## config.mk

```make
export PLATFORM = sky130hd
export DESIGN_NAME = irq_route_matrix
export DESIGN_NICKNAME = d
export VERILOG_FILES = /design/src/rtl/irq_route_pkg.sv /design/src/rtl/irq_route_regs.sv /design/src/rtl/irq_status_cap.sv /design/src/rtl/irq_dest_combine.sv /design/src/rtl/irq_route_matrix.sv
export SDC_FILE = /design/constraint.sdc
export NUM_CORES = 1
export LEC_CHECK = 0
export ABC_AREA = 0
export ABC_CLOCK_PERIOD_IN_PS = 3000
export BUFFER_PORTS_ARGS = -buffer_cell sky130_fd_sc_hd__buf_2
export CAP_MARGIN = 20
export CORE_UTILIZATION = 60
export CTS_CLUSTER_DIAMETER = 80
export CTS_CLUSTER_SIZE = 24
export DETAILED_ROUTE_END_ITERATION = 8
export PLACE_DENSITY_LB_ADDON = 0.1
export SLEW_MARGIN = 30
export SYNTH_ARGS = -nofsm -noshare
export SYNTH_HDL_FRONTEND = slang
export SYNTH_SLANG_ARGS = --single-unit
```

## constraint.sdc

```tcl
create_clock -name clk_i -period 3 [get_ports clk_i]
set_input_delay 0.3 -clock clk_i [delete_from_list [all_inputs] [get_ports clk_i]]
set_output_delay 0.3 -clock clk_i [all_outputs]
set_load 0.02 [all_outputs]
```

## src/rtl/irq_route_pkg.sv

```systemverilog
package irq_route_pkg;

   // Index of the routing register owned by source s.
   // Sources below n_low use consecutive indices from low_base; the rest from high_base.
   function automatic int unsigned route_index(input int unsigned s,
                                               input int unsigned n_low,
                                               input int unsigned low_base,
                                               input int unsigned high_base);
      if (s < n_low) return low_base + s;
      return high_base + (s - n_low);
   endfunction

   typedef enum logic [1:0] {
      ACC_NONE  = 2'd0,
      ACC_ROUTE = 2'd1,
      ACC_STAT  = 2'd2
   } acc_kind_t;

endpackage

```

## src/rtl/irq_route_regs.sv

```systemverilog
module irq_route_regs
   import irq_route_pkg::*;
#(
   parameter int unsigned N_SRC     = 6,
   parameter int unsigned N_DST     = 8,
   parameter int unsigned IDX_W     = 8,
   parameter int unsigned N_LOW     = 3,
   parameter int unsigned LOW_BASE  = 9,
   parameter int unsigned HIGH_BASE = 17,
   parameter int unsigned STAT_IDX  = 20
) (
   input  logic                        clk_i,
   input  logic                        rst_i,
   input  logic                        wr_i,
   input  logic [IDX_W-1:0]            idx_i,
   input  logic [N_DST-1:0]            wdata_i,
   output logic [N_SRC-1:0][N_DST-1:0] route_o,
   output logic [N_SRC-1:0]            sel_o,
   output acc_kind_t                   kind_o,
   output logic [N_SRC-1:0]            stat_clr_o
);

   logic [N_SRC-1:0][N_DST-1:0] route_q;
   logic [N_SRC-1:0]            sel;

   for (genvar s = 0; s < N_SRC; s++) begin : g_dec
      localparam int unsigned IDX = route_index(s, N_LOW, LOW_BASE, HIGH_BASE);
      assign sel[s] = (idx_i == IDX_W'(IDX));
   end

   always_comb begin
      if (|sel)                             kind_o = ACC_ROUTE;
      else if (idx_i == IDX_W'(STAT_IDX))   kind_o = ACC_STAT;
      else                                  kind_o = ACC_NONE;
   end

   assign stat_clr_o = (wr_i && kind_o == ACC_STAT) ? wdata_i[N_SRC-1:0] : '0;
   assign sel_o      = sel;

   for (genvar s = 0; s < N_SRC; s++) begin : g_reg
      always_ff @(posedge clk_i) begin
         if (rst_i)                route_q[s] <= '0;
         else if (wr_i && sel[s])  route_q[s] <= wdata_i;
      end

      assert_route_write_R2 : assert property (@(posedge clk_i) disable iff (rst_i)
         (wr_i && idx_i == IDX_W'(route_index(s, N_LOW, LOW_BASE, HIGH_BASE)))
            |=> (route_o[s] == $past(wdata_i)));
   end

   assign route_o = route_q;

   assert_unmapped_hold_R3 : assert property (@(posedge clk_i) disable iff (rst_i)
      (wr_i && kind_o != ACC_ROUTE) |=> $stable(route_o));

endmodule

```

## src/rtl/irq_status_cap.sv

```systemverilog
module irq_status_cap #(
   parameter int unsigned N_SRC = 6
) (
   input  logic             clk_i,
   input  logic             rst_i,
   input  logic [N_SRC-1:0] src_i,
   input  logic [N_SRC-1:0] clr_i,
   output logic [N_SRC-1:0] stat_o
);

   logic [N_SRC-1:0] stat_q;

   always_ff @(posedge clk_i) begin
      if (rst_i) stat_q <= '0;
      else       stat_q <= src_i | (stat_q & ~clr_i);
   end

   assign stat_o = stat_q;

   for (genvar s = 0; s < N_SRC; s++) begin : g_chk
      assert_status_set_R7 : assert property (@(posedge clk_i) disable iff (rst_i)
         src_i[s] |=> stat_o[s]);
      assert_status_sticky_R7 : assert property (@(posedge clk_i) disable iff (rst_i)
         (stat_o[s] && !clr_i[s]) |=> stat_o[s]);
      assert_status_clear_R8 : assert property (@(posedge clk_i) disable iff (rst_i)
         (clr_i[s] && !src_i[s]) |=> !stat_o[s]);
   end

endmodule

```

## src/rtl/irq_dest_combine.sv

```systemverilog
module irq_dest_combine #(
   parameter int unsigned N_SRC   = 6,
   parameter int unsigned N_DST   = 8,
   parameter int unsigned N_ISA   = 6,
   parameter bit          PCI_LOW = 1'b1
) (
   input  logic [N_SRC-1:0]            src_i,
   input  logic [N_SRC-1:0][N_DST-1:0] route_i,
   output logic [N_DST-1:0]            line_o
);

   localparam int unsigned N_PCI = N_DST - N_ISA;

   for (genvar d = 0; d < N_DST; d++) begin : g_dst
      logic [N_SRC-1:0] col;
      for (genvar s = 0; s < N_SRC; s++) begin : g_col
         assign col[s] = route_i[s][d] & src_i[s];
      end
      if (d >= N_ISA && PCI_LOW) begin : g_low
         assign line_o[d] = ~(|col);
      end else begin : g_high
         assign line_o[d] = |col;
      end
   end

   if (N_PCI < 1) begin : g_bad
      $error("irq_dest_combine: no PCI destinations");
   end

endmodule

```

## src/rtl/irq_route_matrix.sv

```systemverilog
module irq_route_matrix
   import irq_route_pkg::*;
#(
   parameter int unsigned N_LOW     = 3,
   parameter int unsigned N_HIGH    = 3,
   parameter int unsigned N_ISA     = 6,
   parameter int unsigned N_PCI     = 2,
   parameter int unsigned IDX_W     = 8,
   parameter int unsigned LOW_BASE  = 9,
   parameter int unsigned HIGH_BASE = 17,
   parameter int unsigned STAT_IDX  = 20,
   localparam int unsigned N_SRC    = N_LOW + N_HIGH,
   localparam int unsigned N_DST    = N_ISA + N_PCI
) (
   input  logic             clk_i,
   input  logic             rst_i,
   input  logic             reg_wr_i,
   input  logic [IDX_W-1:0] reg_idx_i,
   input  logic [N_DST-1:0] reg_wdata_i,
   output logic [N_DST-1:0] reg_rdata_o,
   input  logic [N_SRC-1:0] src_i,
   output logic [N_ISA-1:0] isa_irq_o,
   output logic [N_PCI-1:0] pci_int_n_o
);

   if (N_SRC > N_DST) begin : g_chk_w
      $error("irq_route_matrix: status wider than data port");
   end
   if (STAT_IDX >= (1 << IDX_W) || HIGH_BASE + N_HIGH > (1 << IDX_W)) begin : g_chk_i
      $error("irq_route_matrix: index out of range");
   end
   if (LOW_BASE + N_LOW > HIGH_BASE) begin : g_chk_o
      $error("irq_route_matrix: index groups overlap");
   end

   logic [N_SRC-1:0][N_DST-1:0] route;
   logic [N_SRC-1:0]            sel;
   logic [N_SRC-1:0]            clr;
   logic [N_SRC-1:0]            stat;
   logic [N_DST-1:0]            lines;
   acc_kind_t                   kind;

   irq_route_regs #(
      .N_SRC(N_SRC), .N_DST(N_DST), .IDX_W(IDX_W), .N_LOW(N_LOW),
      .LOW_BASE(LOW_BASE), .HIGH_BASE(HIGH_BASE), .STAT_IDX(STAT_IDX)
   ) u_regs (
      .clk_i(clk_i), .rst_i(rst_i), .wr_i(reg_wr_i), .idx_i(reg_idx_i),
      .wdata_i(reg_wdata_i), .route_o(route), .sel_o(sel), .kind_o(kind),
      .stat_clr_o(clr)
   );

   irq_status_cap #(.N_SRC(N_SRC)) u_stat (
      .clk_i(clk_i), .rst_i(rst_i), .src_i(src_i), .clr_i(clr), .stat_o(stat)
   );

   irq_dest_combine #(
      .N_SRC(N_SRC), .N_DST(N_DST), .N_ISA(N_ISA), .PCI_LOW(1'b1)
   ) u_comb (
      .src_i(src_i), .route_i(route), .line_o(lines)
   );

   assign isa_irq_o   = lines[N_ISA-1:0];
   assign pci_int_n_o = lines[N_DST-1:N_ISA];

   always_comb begin
      reg_rdata_o = '0;
      case (kind)
         ACC_ROUTE: begin
            for (int s = 0; s < N_SRC; s++)
               if (sel[s]) reg_rdata_o = route[s];
         end
         ACC_STAT:  reg_rdata_o = N_DST'(stat);
         default:   reg_rdata_o = '0;
      endcase
   end

   assert_idle_outputs_R5 : assert property (@(posedge clk_i) disable iff (rst_i)
      (src_i == '0) |-> (isa_irq_o == '0 && pci_int_n_o == '1));

endmodule

```

==> results of run 1 <==
-- logic make-up (layout without fill, tap and decap cells) --
kind of cell	count (synthesis)	after routing	synth area share (%)
multiplexers	52	52	18.3
flip-flops	54	54	37.6
AO/OA/AOI/OAI	85	85	21.5
AND/OR/NAND/NOR	97	97	17.4
buffers and inverters	36	64	5.22
-- layout make-up --
| cell class | count | share of cell area [%] |
|---|---|---|
| Clock inverter | 1 | 0.943 |
| Timing Repair Buffer | 44 | 7.23 |
| Clock buffer | 6 | 2.59 |
| Inverter | 13 | 1.53 |
| Sequential cell | 54 | 34.0 |
| Tap cell | 52 | 2.04 |
| Multi-Input combinational cell | 234 | 51.7 |
-- registers in the layout, summed over array words and instances (netlist names) --
signal / count
u_regs.route_o: 48
u_stat.stat_o: 6
-- placed cells by master, fill, tap and decap left out --
master / instances
dfxtp_1: 54
nor2_1: 51
mux2i_1: 48
buf_2: 40
a22oi_1: 29
inv_1: 13
nand2_1: 12
o22ai_1: 12
a21oi_1: 11
nand3_1: 8
o21ai_0: 6
a221oi_1: 6
nand4_2: 6
clkbuf_8: 6
nor2b_1: 4
a31oi_1: 4
mux2_2: 4
a22o_1: 4
buf_4: 4
and3_1: 3
nand2b_1: 3
nor3b_1: 2
a32oi_1: 2
nand4_1: 2
o221ai_1: 2
o21a_1: 2
o221a_2: 2
nor4_4: 1
and2_0: 1
and2b_1: 1
o32ai_1: 1
a311o_1: 1
and4b_1: 1
a221o_1: 1
o32ai_2: 1
and4_1: 1
and2_1: 1
o21ba_2: 1
bufinv_16: 1
-- stage by stage --
stage | cell area (um2) | utilization, % | setup WS [ps] | hold slack (ps)
2_1_floorplan | 2880 | - | 1120 | 444
3_3_place_gp | 3070 | 68.6 | 658 | 463
3_5_place_dp | 3070 | 68.6 | 626 | 473
4_1_cts | 3180 | 71.1 | 619 | 307
5_1_grt | 3180 | 71.1 | 529 | 317
6_report | 3180 | 71.1 | 615 | 319
-- critical path, stage by stage --
cell and delay, ps:
buf_2 130, nor4_4 450, buf_4 250, and3_1 270, and4b_1 230, o32ai_2 250
buf_2 210
-- where the power goes --
group,internal (W),switching [W]
clock,0.000267,0.000234
combinational,0.0000359,0.0000883
sequential,0.000723,0.00000330
total,0.00103,0.000326
-- per-layer routing --
layer  GRT usage, %  up-vias  routed length [um]
met5              0        -                   0
met4           14.9        0                 246
met3           5.06       27                 803
met2           51.7      178                3660
met1           49.7     1295                3590
li1               -     1259                   -
-- final timing paths --
kind                    startpoint                 end  depth (start not counted)
setup / recovery      reg_idx_i[2]      reg_rdata_o[4]                          7
hold reg to reg   u_stat.stat_o[2]    u_stat.stat_o[2]                          2
setup reg to reg  u_stat.stat_o[4]    u_stat.stat_o[4]                          3
hold / removal      reg_wdata_i[7]  u_regs.route_o[47]                          3
==> metrics.cfg, run 1 <==
[floorplan]
die_width_um=71.2
initial_utilization_pct=64.3
core-area_um2=4470
die_h_um=71.2
dieArea_um2=5080
pin_count=41
core.rowCount=24

[global_routing]
antenna_found_initial=0
grt_usage_pct=34.6
grt_pass1_vias=2532
grt_max_degree=55
gr-total-overflow=0
grt_pass1_wl_um=13300

[clocking]
cts.sinks=54
clkTransAtPathRegs_ps=90
cts_buffers=5
post_cts_buffers=0
cts_buffer_depth=2
clk_latency_ps=300
hold_buffers=0
cts_resized=0
htreeDepth=2
cts_tree=yes
clockRootBuffer=clkbuf_8

[job]
cap_violations=0

[yosys]
seq_area_frac_synth_pct=37.6
synthTopCellsByArea=dfxtp_1, mux2i_1, a22oi_1
syn_nets=349
synth_largest_area_cell=dfxtp_1
ys_async_sr_fraction_pct=0
synth_edf_count=0
yosysWarnings=0
synth_top_area_share_pct=37.6
postSynthCellCount=324
ys.flop_type=dfxtp_1
ys_seq_elements=54
syn_area_per_cell_um2=8.88
synthTopCellsByCount=dfxtp_1, nor2_1, mux2i_1, a22oi_1, clkbuf_1
synthDistinctLibCells=39
yosys.cell_count.top_type=dfxtp_1
netlist_area_um2=2880

[sta]
max_freq_mhz=419
hold_violations=0
max_slew.worst_pin.slew_ps=964
finalCriticalPeriod_ps=2390
rsz0062_at_grt=no
timing.final.crit_share_pct=79.5
slew_viol_final=0
timing.setup.tns_ps=0
clock_skew_ps=0
maxSlewHeadroom_pct=35.7
setup-violations-final=0

[cells_and_area]
area.growth.synth_to_final_pct=10.7
seqCellArea_um2=1080
diodes=0
final_cells=404
drive_gt1_share_pct=18.8
fin_nets=377
multi_input_area_um2=1650
fill_cells=359

[placement]
dp_hpwl_um=5400
io_buffers=40
numPlacedInstances=397
gp_congestion=0.954

[drt]
drc=4
wirelength_um=8300
initialDrtViolationCount=361
routedWlPerCell_um=20.6
vias=2759
viasPerCell=6.83
postRouteAntennaNets=0
drtPass1Iterations=7

[worst_setup_path]
worst_ep_arrival_time_ps=2090
required_ps=2700
startpoint_type=input pin
crit_path_end_kind=output port
crit_type=in -> out
rrSetupSlack_ps=2270
worst-path-max-fanout=9

[power_and_ir_drop]
p_leak_nw=1.61
ir_drop_v=0.000265
power_w=0.00135
p_per_area_nw_per_um2=425

[outcome]
outcome=finished with violations
failed_checks=DRC

[hold_path]
hp-class=in -> reg

No activity file was read; power rests on OpenSTA's default activity.
==> run 2, diff against run 1 <==
- ABC_CLOCK_PERIOD_IN_PS: 3000 -> 2100
- CORE_UTILIZATION: 60 -> 51
- clock period: 3 -> 2.1 ns (I/O delays scaled with it)
==> run 2 against run 1 <==
Global-route usage decreased by 4.7 points. Worst setup slack lost 620 ps. Sequential share of layout area decreased by 1.5 points. Clock skew is the same. Critical endpoint is now reg_rdata_o[3]. The run ends with setup timing left. Sequential cell count stayed put. Core utilization fell by 7.9 points. Largest cell class unchanged. Power grew 43%. Hold slack lost 94 ps. Sequential power increased by 43%. Combinational power up 60%. Clock power is 38% higher. Design area rose by 4.7%.
==> metrics.cfg, run 2 (same netlist as run 1, synthesis figures left out) <==
[clocking]
clockRootBuffer=clkbuf_8
htreeDepth=2
clk_latency_ps=310
clkTransAtPathRegs_ps=90
cts_buffer_depth=2
hold_buffers=0
cts_buffers=5
post_cts_buffers=0
cts.sinks=54
cts_resized=0
cts_tree=yes

[sta]
worst_slack_ps=-1.46
finalCriticalPeriod_ps=2100
max_freq_mhz=476
maxSlewHeadroom_pct=52.0
max_slew.worst_pin.slew_ps=719
slew_viol_final=0
clock_skew_ps=0
rsz0062_at_grt=no
timing.final.crit_share_pct=100
hold_violations=0
hold_slack_ps=225
setup-violations-final=1

[power_and_ir_drop]
p_leak_nw=1.69
ir_drop_v=0.000353
p_per_area_nw_per_um2=578
power_w=0.00193

[job]
cap_violations=0

[worst_setup_path]
rrSetupSlack_ps=1370
cpMostUsedCell=buf_2
crit_path_end_kind=output port
slowest_stage=a221oi_1
path_cells=buf_2 > nor2b_1 > buf_4 > o221ai_1 > a221oi_1 > a22o_1 > buf_2
crit_type=in -> out
path_buf_inv=3
crit_family=compound AO/OA/AOI/OAI gates
critPathMaxStageDelay_ps=390
worst_ep_arrival_time_ps=1890
worst-path-max-fanout=8
startpoint_type=input pin
required_ps=1890

[cells_and_area]
final_cell_mix=dfxtp_1, nor2_1, mux2i_1, buf_2, a22oi_1
final_cells=437
fin_nets=391
area.growth.synth_to_final_pct=15.8
drive_gt1_share_pct=22.1
final_cell_area_um2=3330
diodes=0
final_common_cell=dfxtp_1
largest_register_ffs=48

[floorplan]
die_h_um=77.1
core-area_um2=5270
pin_count=41
die_width_um=77.1
core.rowCount=26
initial_utilization_pct=54.6
dieArea_um2=5940

[drt]
postRouteAntennaNets=0
drtPass1Iterations=4
vias=2771
initialDrtViolationCount=352
viasPerCell=6.34
wirelength_um=8490
drc=0
routedWlPerCell_um=19.4

[placement]
io_buffers=40
gp_congestion=0.920
numPlacedInstances=429
place_ws_ps=97.3
dp_hpwl_um=5720
placed_area_um2=3220

[global_routing]
grt_max_degree=55
grt_pass1_wl_um=13600
grt_pass1_vias=2667
grt_usage_pct=29.9
antenna_found_initial=0
gr-total-overflow=0

[outcome]
failed_checks=setup timing
outcome=finished with violations

[hold_path]
hp-class=in -> reg

-- run 2: final timing paths --
check,from,end,depth (start not counted)
max,reg_idx_i[4],reg_rdata_o[3],7
min,reg_wdata_i[7],u_regs.route_o[15],3
max reg2reg,u_stat.stat_o[4],u_stat.stat_o[4],3
min reg2reg,u_stat.stat_o[1],u_stat.stat_o[1],2
-- run 2: area by class of cell --
class	instances	area [um2]
clock inverters	3	40.0
multi-input cells	234	1650
inverters	13	48.8
clock buffers	5	68.8
repair buffers	58	360
well taps	70	87.6
fillers	505	1940
flip-flops and latches	54	1080
-- run 2: where the power goes --
group	leakage, nW	internal [W]	switching [W]	total [W]
sequential	0.437	0.00103	0.00000477	0.00104
combinational	1.19	0.0000670	0.000132	0.000199
clock	0.0579	0.000352	0.000339	0.000691
-- run 2: tightest hold or removal path, delay by kind of cell --
family	cells	cell delay, ps
mux	1	80
simple gates	1	70
buf+inv	1	140
-- run 2: per-stage QoR --
step | TNS (ps) | utilization (%)
2_1_floorplan | 0 | -
3_3_place_gp | 0 | 61.2
3_5_place_dp | 0 | 61.2
4_1_cts | 0 | 63.2
5_1_grt | 0 | 63.2
6_report | -1.46 | 63.2
-- run 2: metal layers --
layer	track usage, %	up-vias	wire [um]
met5	0	-	0
met4	13.4	0	227
met3	4.64	19	620
met2	45.5	139	3680
met1	41.4	1326	3970
li1	-	1287	-
==> run 3, diff against run 2 <==
- ABC_CLOCK_PERIOD_IN_PS: 2100 -> 2600
- CORE_UTILIZATION: 51 -> 60
- clock period: 2.1 -> 2.6 ns (I/O delays scaled with it)
==> run 3 against run 2 <==
The flow finishes with violations (DRC). Via count shrank 1.3%. Die area shrank 15%. Clock skew is the same. Clock-buffer cell count grew 1. Design area shrank 3.9%. Sequential power shrank 19%. Clock power shrank 16%. Register-to-register slack gained 500 ps. Largest cell class unchanged. Highest routed layer unchanged.
==> metrics.cfg, run 3 (same netlist as run 1, synthesis figures left out) <==
[global_routing]
grt_pass1_vias=2489
antenna_found_initial=0
grt_usage_pct=33.5
global_route.peak_usage_layer=met2
gr-total-overflow=0
met2_usage_pct=49.1
grtUsageMet3_pct=6.89
grtUsageMet1_pct=48.2
grt_max_degree=34
grt_pass1_wl_um=12900

[worst_setup_path]
worst-path-max-fanout=8
crit_family=compound AO/OA/AOI/OAI gates
required_ps=2340
path_cells=buf_2 > nor4_4 > o221ai_1 > a221oi_1 > a22o_1 > buf_2
slowest_stage=nor4_4
path_buf_inv=2
crit_path_end_kind=output port
crit_type=in -> out
worst_ep_arrival_time_ps=2030
cpMostUsedCell=buf_2
critPathMaxStageDelay_ps=490
startpoint_type=input pin

[cells_and_area]
drive_gt1_share_pct=19.4
fin_nets=380
largest_register_ffs=48
final_cell_mix=dfxtp_1, nor2_1, mux2i_1, buf_2, a22oi_1
final_common_cell=dfxtp_1
area.growth.synth_to_final_pct=11.4
diodes=0
fill_cells=386

[clocking]
clk_latency_ps=320
cts_tree=yes
hold_buffers=0
cts_resized=0
htreeDepth=2
cts_buffer_depth=2
cts.sinks=54
clkTransAtPathRegs_ps=100
cts_buffers=5
clockRootBuffer=clkbuf_8
post_cts_buffers=0

[drt]
drtPass1Iterations=8
initialDrtViolationCount=359
viasPerCell=6.71
wirelength_um=8180
routedWlPerCell_um=20.1
postRouteAntennaNets=0
vias=2736
drc=4

[sta]
finalCriticalPeriod_ps=2290
max_slew.worst_pin.slew_ps=615
worst_slack_ps=311
setup-violations-final=0
hold_violations=0
clock_skew_ps=0
maxSlewHeadroom_pct=59.0
timing.setup.tns_ps=0
slew_viol_final=0
rsz0062_at_grt=no
max_freq_mhz=437
timing.final.crit_share_pct=88.0

[floorplan]
dieArea_um2=5080
core.rowCount=24
die_h_um=71.2
pin_count=41
core-area_um2=4470
initial_utilization_pct=64.3
die_width_um=71.2

[placement]
dp_hpwl_um=5330
gp_congestion=0.909
io_buffers=40
place_ws_ps=386

[hold_path]
hp-class=in -> reg

[job]
cap_violations=0

[power_and_ir_drop]
p_per_area_nw_per_um2=490
ir_drop_v=0.000397
p_leak_nw=1.62

[outcome]
failed_checks=DRC
outcome=finished with violations

run 3: cell count changes in the layout (fill, tap and decap cells not counted):
cell	change
buf_12	-2
clkinv_2	-2
clkinvlp_4	+1
clkbuf_1	+1
buf_4	-9
run 3: final timing paths:
kind	to	cells past startpoint	from	slack, ps
max	reg_rdata_o[1]	6	reg_idx_i[2]	310
min	u_regs.route_o[30]	3	reg_wdata_i[6]	260
max reg2reg	u_stat.stat_o[4]	3	u_stat.stat_o[4]	1870
min reg2reg	u_stat.stat_o[3]	2	u_stat.stat_o[3]	500
run 3: cell type report:
class / instances / area, um2 / share of cell area, %
Inverter: 13 / 48.8 / 1.52
Multi-Input combinational cell: 234 / 1650 / 51.4
Timing Repair Buffer: 47 / 253 / 7.89
Tap cell: 52 / 65.1 / 2.03
Clock buffer: 6 / 72.6 / 2.27
Clock inverter: 2 / 37.5 / 1.17
Sequential cell: 54 / 1080 / 33.8
run 3: layer usage:
| metal | routed length (um) | vias to the layer above |
|---|---|---|
| met4 | 187 | 0 |
| met3 | 814 | 25 |
| met2 | 3530 | 172 |
| met5 | 0 | - |
| met1 | 3650 | 1271 |
| li1 | - | 1268 |
run 3: worst register-to-register path, cell delays in order (launching register included):
cell,delay [ps]
dfxtp_1,310
inv_1,80
a31oi_1,50
o21ba_2,200
run 3: where the power goes:
| part | switching, W | total [W] | internal, W | leakage, nW |
|---|---|---|---|---|
| logic | 0.000104 | 0.000148 | 0.0000438 | 1.13 |
| clock network | 0.000295 | 0.000582 | 0.000288 | 0.0514 |
| registers | 0.00000412 | 0.000838 | 0.000834 | 0.437 |
run 3: through the flow:
step           area, um2  cells  power (W)  hold WS [ps]  utilization [%]
4_1_cts             3200    408    0.00156           255             71.6
5_1_grt             3200    408    0.00161           281             71.6
6_report            3200    408    0.00157           257             71.6
2_1_floorplan       2880    324   0.000939           404                -
3_3_place_gp        3090    400   0.000998           466             69.1
3_5_place_dp        3090    400   0.000998           472             69.1
